<file path="config.mk">
export PLATFORM = sky130hd
export DESIGN_NAME = serial_audio_rx
export DESIGN_NICKNAME = d
export VERILOG_FILES = /design/src/rtl/sarx_pkg.sv /design/src/rtl/sarx_sync.sv /design/src/rtl/sarx_cfg.sv /design/src/rtl/sarx_deser.sv /design/src/rtl/serial_audio_rx.sv
export SDC_FILE = /design/constraint.sdc
export NUM_CORES = 1
export LEC_CHECK = 0
export ABC_AREA = 1
export BUFFER_PORTS_ARGS = -buffer_cell sky130_fd_sc_hd__buf_2
export CAP_MARGIN = 20
export CORE_MARGIN = 2
export CORE_UTILIZATION = 55
export CTS_BUF_LIST = sky130_fd_sc_hd__clkbuf_16
export CTS_CLUSTER_DIAMETER = 60
export DETAILED_ROUTE_END_ITERATION = 7
export GPL_TIMING_DRIVEN = 0
export PLACE_DENSITY = 0.79
export RECOVER_POWER = 50
export SLEW_MARGIN = 20
export SYNTH_ARGS = -nofsm -noshare
export SYNTH_HDL_FRONTEND = slang
export SYNTH_SLANG_ARGS = --single-unit
</file>
<file path="constraint.sdc">
create_clock -name clk -period 2.1 [get_ports clk]
set_input_delay 0.21 -clock clk [delete_from_list [all_inputs] [get_ports clk]]
set_output_delay 0.21 -clock clk [all_outputs]
set_load 0.1 [all_outputs]
</file>
<file path="src/rtl/sarx_pkg.sv">
// Shared types for the serial audio receiver.
package sarx_pkg;
    typedef enum logic {
        FMT_I2S = 1'b0,
        FMT_LJ  = 1'b1
    } fmt_e;
endpackage

</file>
<file path="src/rtl/sarx_sync.sv">
// Two-flop synchronizer bank for N asynchronous single-bit inputs.
// Assumes each input is stable for at least two system clocks between changes.
module sarx_sync #(
    parameter int N = 3
) (
    input  logic         clk,
    input  logic         rst_n,
    input  logic [N-1:0] din,
    output logic [N-1:0] dout
);
    for (genvar i = 0; i < N; i++) begin : g_bit
        logic meta;
        logic stab;
        // two register stages per input bit
        always_ff @(posedge clk) begin
            if (!rst_n) begin
                meta <= 1'b0;
                stab <= 1'b0;
            end else begin
                meta <= din[i];
                stab <= meta;
            end
        end
        assign dout[i] = stab;
    end
endmodule

</file>
<file path="src/rtl/sarx_cfg.sv">
// Configuration holder: loads framing, edge and width while en is low and
// freezes them while en is high. The effective width is resolved here.
module sarx_cfg
    import sarx_pkg::*;
#(
    parameter int WMAX  = 24,
    parameter int CMP_W = 16,
    parameter int WW    = 5
) (
    input  logic          clk,
    input  logic          rst_n,
    input  logic          en,
    input  logic          lj_in,
    input  logic          fall_in,
    input  logic          cmp_in,
    input  logic [WW-1:0] width_in,
    output fmt_e          fmt,
    output logic          fall,
    output logic [WW-1:0] weff
);
    logic [WW-1:0] weff_nxt;

    // resolve requested width: compressed forces CMP_W, out-of-range gives WMAX
    always_comb begin
        if (cmp_in)
            weff_nxt = WW'(CMP_W);
        else if (width_in == '0 || width_in > WW'(WMAX))
            weff_nxt = WW'(WMAX);
        else
            weff_nxt = width_in;
    end

    // load configuration only while disabled
    always_ff @(posedge clk) begin
        if (!rst_n) begin
            fmt  <= FMT_I2S;
            fall <= 1'b0;
            weff <= WW'(WMAX);
        end else if (!en) begin
            fmt  <= fmt_e'(lj_in);
            fall <= lj_in & fall_in;
            weff <= weff_nxt;
        end
    end

    AST_CFG_HOLD: assert property (@(posedge clk) disable iff (!rst_n)
        (en && $past(en)) |-> $stable({fmt, fall, weff})) else $error("cfg changed while enabled");
    AST_WIDTH_RANGE: assert property (@(posedge clk) disable iff (!rst_n)
        (weff != '0 && weff <= WW'(WMAX))) else $error("width out of range");
endmodule

</file>
<file path="src/rtl/sarx_deser.sv">
// Deserializer: finds capture edges of the synchronized bit clock, collects
// bits MSB first into a left-aligned accumulator and emits a word at each
// channel-clock boundary. Assumes system clock >= 4x bit clock.
module sarx_deser
    import sarx_pkg::*;
#(
    parameter int WMAX = 24,
    parameter int WW   = 5
) (
    input  logic            clk,
    input  logic            rst_n,
    input  logic            en,
    input  fmt_e            fmt,
    input  logic            fall,
    input  logic [WW-1:0]   weff,
    input  logic            sclk_s,
    input  logic            lr_s,
    input  logic            sd_s,
    output logic [WMAX-1:0] word,
    output logic            valid,
    output logic            right
);
    logic            sclk_d;
    logic            cap;
    logic            seen;
    logic            armed;
    logic            lr_prev;
    logic            bound;
    logic [WW-1:0]   cnt;
    logic [WW-1:0]   cnt_app;
    logic [WMAX-1:0] acc;
    logic [WMAX-1:0] acc_app;
    logic [WMAX-1:0] emit_src;
    logic [WW-1:0]   shamt;

    // previous bit-clock level for edge detection
    always_ff @(posedge clk) begin
        if (!rst_n) sclk_d <= 1'b0;
        else        sclk_d <= sclk_s;
    end

    // capture edge: falling only in left-justified mode with fall set
    always_comb begin
        if (fmt == FMT_LJ && fall) cap = ~sclk_s & sclk_d;
        else                       cap = sclk_s & ~sclk_d;
    end

    // accumulator with the current bit appended, until width reached
    always_comb begin
        acc_app = acc;
        cnt_app = cnt;
        if (cnt < weff) begin
            acc_app[WMAX-1-int'(cnt)] = sd_s;
            cnt_app = cnt + 1'b1;
        end
    end

    // boundary detection and emitted word source per framing
    assign bound    = seen && (lr_s != lr_prev);
    assign emit_src = (fmt == FMT_I2S) ? acc_app : acc;
    assign shamt    = WW'(WMAX) - weff;

    // bit collection, boundary handling and word output
    always_ff @(posedge clk) begin
        if (!rst_n) begin
            seen    <= 1'b0;
            armed   <= 1'b0;
            lr_prev <= 1'b0;
            cnt     <= '0;
            acc     <= '0;
            valid   <= 1'b0;
            word    <= '0;
            right   <= 1'b0;
        end else if (!en) begin
            seen    <= 1'b0;
            armed   <= 1'b0;
            lr_prev <= 1'b0;
            cnt     <= '0;
            acc     <= '0;
            valid   <= 1'b0;
        end else begin
            valid <= 1'b0;
            if (cap) begin
                seen    <= 1'b1;
                lr_prev <= lr_s;
                if (bound) begin
                    armed <= 1'b1;
                    if (armed) begin
                        valid <= 1'b1;
                        word  <= emit_src >> shamt;
                        right <= (fmt == FMT_I2S) ? lr_prev : ~lr_prev;
                    end
                    if (fmt == FMT_I2S) begin
                        acc <= '0;
                        cnt <= '0;
                    end else begin
                        acc <= {sd_s, {(WMAX-1){1'b0}}};
                        cnt <= WW'(1);
                    end
                end else begin
                    acc <= acc_app;
                    cnt <= cnt_app;
                end
            end
        end
    end

    AST_VALID_PULSE: assert property (@(posedge clk) disable iff (!rst_n)
        valid |=> !valid) else $error("valid longer than one cycle");
    AST_QUIET_OFF: assert property (@(posedge clk) disable iff (!rst_n)
        !en |=> !valid) else $error("word while disabled");
    AST_CNT_LIMIT: assert property (@(posedge clk) disable iff (!rst_n)
        en |-> (cnt <= weff)) else $error("bit count beyond width");
endmodule

</file>
<file path="src/rtl/serial_audio_rx.sv">
// Top of the multi-format serial audio receiver. Synchronizes the serial
// lines, holds the configuration and deserializes words.
// Assumes clk is at least 4x sclk_in; configuration changes need en low.
module serial_audio_rx
    import sarx_pkg::*;
#(
    parameter int WMAX  = 24,
    parameter int CMP_W = 16,
    localparam int WW   = $clog2(WMAX + 1)
) (
    input  logic            clk,
    input  logic            rst_n,
    input  logic            en,
    input  logic            cfg_lj,
    input  logic            cfg_fall,
    input  logic            cfg_cmp,
    input  logic [WW-1:0]   cfg_width,
    input  logic            sclk_in,
    input  logic            lrclk_in,
    input  logic            sdata_in,
    output logic [WMAX-1:0] word_out,
    output logic            word_valid,
    output logic            word_right
);
    logic [2:0]    lines_s;
    fmt_e          fmt;
    logic          fall;
    logic [WW-1:0] weff;

    sarx_sync #(.N(3)) u_sync (
        .clk   (clk),
        .rst_n (rst_n),
        .din   ({sdata_in, lrclk_in, sclk_in}),
        .dout  (lines_s)
    );

    sarx_cfg #(.WMAX(WMAX), .CMP_W(CMP_W), .WW(WW)) u_cfg (
        .clk      (clk),
        .rst_n    (rst_n),
        .en       (en),
        .lj_in    (cfg_lj),
        .fall_in  (cfg_fall),
        .cmp_in   (cfg_cmp),
        .width_in (cfg_width),
        .fmt      (fmt),
        .fall     (fall),
        .weff     (weff)
    );

    sarx_deser #(.WMAX(WMAX), .WW(WW)) u_deser (
        .clk    (clk),
        .rst_n  (rst_n),
        .en     (en),
        .fmt    (fmt),
        .fall   (fall),
        .weff   (weff),
        .sclk_s (lines_s[0]),
        .lr_s   (lines_s[1]),
        .sd_s   (lines_s[2]),
        .word   (word_out),
        .valid  (word_valid),
        .right  (word_right)
    );
endmodule

</file>
==> summary.txt, run 1 <==
Critical Path Source Type: register
crit path launch: u_cfg.weff[4]
Worst R2R Start: u_cfg.weff[4]
Clk pin slew, worst setup/hold paths: 0.07 ns
largest area contributor in the netlist: dfxtp_1
drt via density: 6.254
setup ws final: -0.3188 ns
die height: 99.14 um
top_reg_cell synth: dfxtp_1
row cnt: 34
RD Place Congestion: 1.005
initial antenna violation count: 0
failing checks: negative setup slack
CTS Hold Bufs: 0
Max Freq: 413.4 MHz
final hold viol count: 0
register area share after synthesis: 28.95%
#FFs+latches synth: 72
starting DRC count in detailed routing: 754
# port buffers: 38
largest cells by area after synthesis: dfxtp_1 29%, nand3_1 21%, nand2_1 21%, a21oi_1 5.9%, inv_1 4.4%
post-layout util: 75.10%
cells after synthesis: 844
# H-tree levels: 3
Synth top area share: 28.95%
Hold WC Path Type: in2reg
synth unique cells: 34
worst slew pin tran: 1.184 ns
Worst Path Arrival: 2.69 ns
Pwr Total: 3611 uW
I/O pin count: 40
Core Region: 8763 um2
Longest Clk Path Bufs: 2
Hold Slack: 0.04379 ns
post-synthesis async set-or-reset flop share: 0%
fin. max-slew vios: 0
DRC Markers: 0
Die Span X: 99.14 um
Nets: 943
MaxCap Viol Count: 0
routed via count: 6460
Worst Path Max Fanout: 6
status: finished with violations
Starting Density: 56.81%
Final min period: 2.419 ns
largest net degree at the start of global routing: 16
ant diodes: 0
layout cells sized above 1: 27.57%
crit path kind: reg2reg
clk root buf: clkbuf_16
Synth Warn #: 0
drt wl/cell: 17.90 um
synth cell count leaders: 276 x nand2_1, 211 x nand3_1, 72 x dfxtp_1
Overflow after GRT: 0
CTS sink count: 72
FILL cells: 718
final worst path period share: 115.2%
final WL: 18.49 mm
DP Wirelength: 12.62 mm
Synth Area per Inst: 5.899 um2
area growth from synthesis to layout: 32.19%
EDFF count, synth: 0
TritonCTS clock tree: built
Required @ worst endpoint: 2.37 ns
most common cell in the netlist: nand2_1
final setup violating endpoints: 24
worst vdd ir: 431.0 uV
clk_skew: 0.01068 ns
first-pass GRT wire length: 28.17 mm
Critical Path Sink: u_deser.word[8]
Power Density: 548.6 nW/um2
Rel. slew slack: 21.41%
Detail Route Antenna Nets: 0
CP endpoint kind: register
reg-to-reg endpoint: u_deser.word[8]
CTS buffer count: 9
Worst R2R Setup Slack: -0.32 ns
Clk Latency, worst-skew pair: 0.34 ns
RSZ-0062 raised after global routing: true
Total Die Area: 9829 um2
R2R depth: 18
post-synth net total: 867
hold depth: 3
gr usage total: 35.61%
vias in the first global route: 5897
DR pass1 iterations: 8
Synth Cell Area: 4979 um2
Lkg Pwr: 0.002887 uW
## cell families (layout without fill, tap and decap cells)
kind of cell | count (synthesis) | count (layout) | synth area share, %
and+or+nand+nor | 543 | 543 | 48.15
xor gates and xnor gates | 4 | 4 | 0.7038
adders and majority gates | 9 | 9 | 2.262
DFF | 72 | 72 | 28.95
buffers and inverters | 119 | 200 | 9.550
AOI/OAI and AO/OA | 97 | 97 | 10.38
## per-stage QoR
step	cells	worst slack [ns]	setup TNS [ns]	area, um2
2_1_floorplan	844	0.003653	0	4981
3_3_place_gp	990	-0.5579	-14.39	5306
6_report	1033	-0.3188	-5.664	6581
3_5_place_dp	990	-0.5968	-16.11	5306
5_1_grt	1033	-0.4599	-8.292	6581
4_1_cts	1018	-0.2764	-4.244	6092
## critical path: stages (launching register included)
cell	delay, ns
dfxtp_2	0.34
inv_2	0.05
ha_4	0.28
nand2_2	0.07
nor2_2	0.11
nand2_2	0.10
inv_2	0.08
nor2_4	0.06
buf_6	0.14
nand2_1	0.09
nand3_2	0.08
nand3_1	0.11
nand2_2	0.12
o21ai_4	0.20
nand2_2	0.11
buf_4	0.15
nand3_1	0.05
nand3_1	0.07
a21oi_1	0.12
## metal layers
| metal | routed length, um | share of wire, % | GRT usage [%] |
|---|---|---|---|
| met1 | 7010 | 38 | 47.13 |
| met2 | 8569 | 46 | 57.80 |
| met5 | 0 | 0 | 0 |
| met4 | 819 | 4.4 | 14.44 |
| met3 | 2092 | 11 | 6.184 |
## sequential cells by signal, indices dropped and copies added, names as in the netlist
| register | flops |
|---|---|
| u_deser.lr_prev | 1 |
| u_deser.seen | 1 |
| u_deser.cnt | 5 |
| u_deser.armed | 1 |
| u_deser.word | 24 |
| u_cfg.fall | 1 |
| u_cfg.weff | 5 |
| u_cfg.fmt | 1 |
| u_deser.acc | 24 |
| u_deser.right | 1 |
| u_sync.g_bit.stab | 3 |
| u_sync.g_bit.meta | 3 |
| u_deser.sclk_d | 1 |
| u_deser.valid | 1 |
## how the worst min path moves through the flow
| stage | slack [ns] | from | endpoint |
|---|---|---|---|
| 6_report | 0.04 | sclk_in | u_sync.g_bit[0].meta |
| 5_1_grt | 0.06 | lrclk_in | u_sync.g_bit[1].meta |
| 2_1_floorplan | 0.31 | sclk_in | u_sync.g_bit[0].meta |
| 3_5_place_dp | 0.40 | sdata_in | u_sync.g_bit[2].meta |
| 3_3_place_gp | 0.39 | sdata_in | u_sync.g_bit[2].meta |
| 4_1_cts | 0.05 | lrclk_in | u_sync.g_bit[1].meta |
## timing repair
item	in CTS	in global routing
gates cloned	3	0
buffers inserted	10	15
pin swaps	26	27
gates resized for setup	117	111
setup endpoints to repair	51	53
## cell usage in the layout (no fill, tap or decap), types with 10 or more instances in the layout
master	instances
nand3_2	73
buf_4	31
nor2_1	12
inv_1	52
nand2_2	21
nand3_1	135
inv_2	10
o21ai_0	18
clkbuf_1	43
a21oi_1	52
nand4_1	18
buf_2	22
dfxtp_1	62
nand2_1	252
## final cells by class
cell class	count	area [um2]	share of cell area, %
Buffer	52	309.0	4.696
Clock buffer	9	225.2	3.422
Clock inverter	7	61.31	0.9316
Inverter	66	261.5	3.973
Multi-Input combinational cell	653	3750	56.98
Sequential cell	72	1461	22.21
Tap cell	108	135.1	2.053
Timing Repair Buffer	66	377.9	5.741
## power breakdown
part           internal [uW]  leakage (uW)  switching, uW
clock                    824      0.000135            685
sequential              1380      0.000586           9.87
combinational            223       0.00217            494
Note: power is estimated with default switching activity, not from simulation.
==> run 2, diff against run 1 <==
--- a/config.mk
+++ b/config.mk
@@ -8,7 +8,7 @@
 export ABC_AREA = 1
 export BUFFER_PORTS_ARGS = -buffer_cell sky130_fd_sc_hd__buf_2
 export CAP_MARGIN = 20
-export CORE_MARGIN = 2
+export CORE_MARGIN = 3
 export CORE_UTILIZATION = 55
 export CTS_BUF_LIST = sky130_fd_sc_hd__clkbuf_16
 export CTS_CLUSTER_DIAMETER = 60
@@ -16,6 +16,7 @@
 export GPL_TIMING_DRIVEN = 0
 export PLACE_DENSITY = 0.79
 export RECOVER_POWER = 50
+export REMOVE_ABC_BUFFERS = 1
 export SLEW_MARGIN = 20
 export SYNTH_ARGS = -nofsm -noshare
 export SYNTH_HDL_FRONTEND = slang
==> run 2 against run 1 <==
- the flow finishes with violations (design-rule violations, negative setup slack)
- worst hold slack better by 0.0044 ns
- die area is 4.1% higher
- utilization is 2.7 points higher
- sequential share of layout area is 0.63 points lower
- critical path depth is 4 lower
- first-iteration DRC count is 57% higher
- sequential cell count stayed put
- global-route usage is 2.9 points higher
- count of clock-buffer cells in the layout stayed put
- critical path type unchanged
- largest cell class unchanged
- largest power group unchanged
==> summary.txt, run 2 (synthesis gave the netlist of run 1 again) <==
Die Span X: 101.1 um (+2.0%)
Total Die Area: 10230 um2 (+4.1%)
routed via count: 6760 (+4.6%)
Clk Latency, worst-skew pair: 0.34 ns (about the same)
starting DRC count in detailed routing: 1186 (+57%)
Worst Path Max Fanout: 10 (+4)
reg-to-reg endpoint: u_deser.word[7]
Longest Clk Path Bufs: 2 (unchanged)
hold path endpoint: u_sync.g_bit[2].meta
Nets: 914 (-3.1%)
# port buffers: 39 (+2.6%)
Buf/Inv on CP: 0 (-4)
DP Wirelength: 10.03 mm (-21%)
final hold viol count: 0 (unchanged)
DR pass1 iterations: 8 (unchanged)
hold depth: 3 (unchanged)
setup ws final: -0.4640 ns (-0.1452 ns)
area growth from synthesis to layout: 36.87%
final WL: 20.78 mm (+12%)
CTS sink count: 72 (unchanged)
Final min period: 2.564 ns (+0.1452 ns)
first-pass GRT wire length: 31.07 mm (+10%)
fin cells: 1004 (-2.8%)
final worst path period share: 122.1% (+6.9 points)
R2R depth: 14 (-4)
Core Region: 8763 um2 (unchanged)
fin. max-slew vios: 0 (unchanged)
I/O pin count: 40 (unchanged)
most frequent cells in the layout: 237 x nand2_1, 128 x nand3_1, 70 x nand3_2
die height: 101.1 um (+2.0%)
CTS buffer count: 9 (unchanged)
Starting Density: 56.81% (unchanged)
most common cell after layout, fill and taps aside: nand2_1
Lkg Pwr: 0.002927 uW (+1.4%)
crit path kind: reg2reg
Max Freq: 390.0 MHz (-5.7%)
Worst R2R Start: u_deser.cnt[0]
TritonCTS clock tree: built
CTS Hold Bufs: 0 (unchanged)
initial antenna violation count: 0 (unchanged)
CP dominant cell by count: nand2_1
Worst Path Arrival: 2.76 ns (+0.07 ns)
ant diodes: 0 (unchanged)
failing checks: design-rule violations, negative setup slack
row cnt: 34 (unchanged)
RSZ-0062 raised after global routing: true
worst path cell trace: ha_2, nand3_1, o21ai_1, nand2_4, nand3_4, nand3_2, nand2_1, nand2_1, nand2_1, nand2_1, nand3_1, nand3_1, nand2_1, a21oi_2
worst vdd ir: 476.5 uV (+11%)
Detail Route Antenna Nets: 0 (unchanged)
Clk pin slew, worst setup/hold paths: 0.06 ns (about the same)
status: finished with violations
Power Density: 586.7 nW/um2 (+7.0%)
vias in the first global route: 6152 (+4.3%)
drt via density: 6.733 (+7.7%)
drt wl/cell: 20.70 um (+16%)
hold path startpoint: sdata_in
FILL cells: 612 (-15%)
crit-path leading delay family: simple AND/OR/NAND/NOR gates
Overflow after GRT: 0 (unchanged)
worst slew pin tran: 1.192 ns (+0.008196 ns)
RD Place Congestion: 0.9090 (-9.6%)
gr usage total: 38.54% (+2.9 points)
Rel. slew slack: 20.86% (-0.54 points)
layout cells sized above 1: 30.58% (+3.0 points)
biggest regs: u_deser.acc x24, u_deser.word x24
Critical Path Source Type: register
clk root buf: clkbuf_16
largest net degree at the start of global routing: 35 (+19)
MaxCap Viol Count: 0 (unchanged)
CP endpoint kind: register
DRC Markers: 4 (+4)
Max stage delay on crit path: 0.49 ns (+0.15 ns)
Hold WC Path Type: in2reg
clk_skew: 0.006157 ns (-0.004518 ns)
Worst R2R Setup Slack: -0.46 ns (-0.15 ns)
Placed Instances: 941 (-4.9%)
# H-tree levels: 3 (unchanged)
Required @ worst endpoint: 2.30 ns (-0.07 ns)
final setup violating endpoints: 24 (unchanged)
TNS Setup: -7.719 ns (-2.055 ns)
worst slack, placed: -2.164 ns (-1.568 ns)
slowest CP cell: dfxtp_1
-- run 2: cell count changes in the layout (fill, tap and decap cells not counted), sizes merged, moves of 2 or more --
| cell | change |
|---|---|
| clkinvlp | +3 |
| bufinv | +3 |
| inv | -6 |
| nand3 | +2 |
| clkbuf | -29 |
| buf | -6 |
| clkinv | +3 |
-- run 2: worst max path at each step --
stage / slack [ns] / startpoint / cells after the start / endpoint
floorplan: -1.12 / u_cfg.weff[0] / 10 / u_deser.word[7]
global placement: -2.55 / u_cfg.weff[0] / 10 / u_deser.word[0]
detailed placement: -2.16 / u_cfg.weff[0] / 11 / u_deser.word[0]
CTS: -0.26 / u_cfg.weff[3] / 20 / u_deser.word[0]
global route: -0.55 / u_cfg.weff[4] / 18 / u_deser.word[0]
finish: -0.46 / u_deser.cnt[0] / 14 / u_deser.word[7]
-- run 2: worst min-delay path: cells and delay by family --
family | cells | cell delay [ns]
buffers and inverters | 2 | 0.11
AND/OR/NAND/NOR | 1 | 0.04
-- run 2: repair_timing --
item                                   in CTS  in global routing
setup endpoints to repair                  57                 29
pin swaps                                  41                 27
gates resized for setup                   163                 80
gates cloned                                7                  0
setup buffers                              39                  3
endpoints found under the hold margin       0                  0
-- run 2: metal layers --
layer	global-route usage (%)	share of wire, %	vias to the layer above	routed length, um
li1	-	-	2931	-
met1	46.04	33	3041	6947
met2	62.53	44	576	9240
met3	10.81	14	212	2911
met4	21.17	8.1	0	1681
met5	0	0	-	0
-- run 2: layout make-up --
class,instances,area (um2),area share (%)
clock buffer,9,225.2,3.305
sequential,72,1470,21.58
clock inverter,7,117.6,1.726
timing repair inverter,3,22.52,0.3305
timing repair buffer,83,555.5,8.153
multi-input combinational,656,3996,58.65
inverter,66,291.5,4.278
tap,108,135.1,1.983
-- run 2: stage by stage --
stage	area, um2	util (%)	power [uW]	hold slack (ns)
CTS	6520	74.40	3854	0.05400
floorplan	4751	-	1776	0.3035
global placement	5081	57.98	1915	0.3925
finish	6814	77.76	3998	0.04820
global route	6814	77.76	4078	0.06372
detailed placement	5137	58.62	1937	0.3993
-- run 2: power by group --
group	internal, uW	total, uW	switching (uW)
clock network	1160	1820	658
logic	243	782	540
registers	1370	1390	19.7
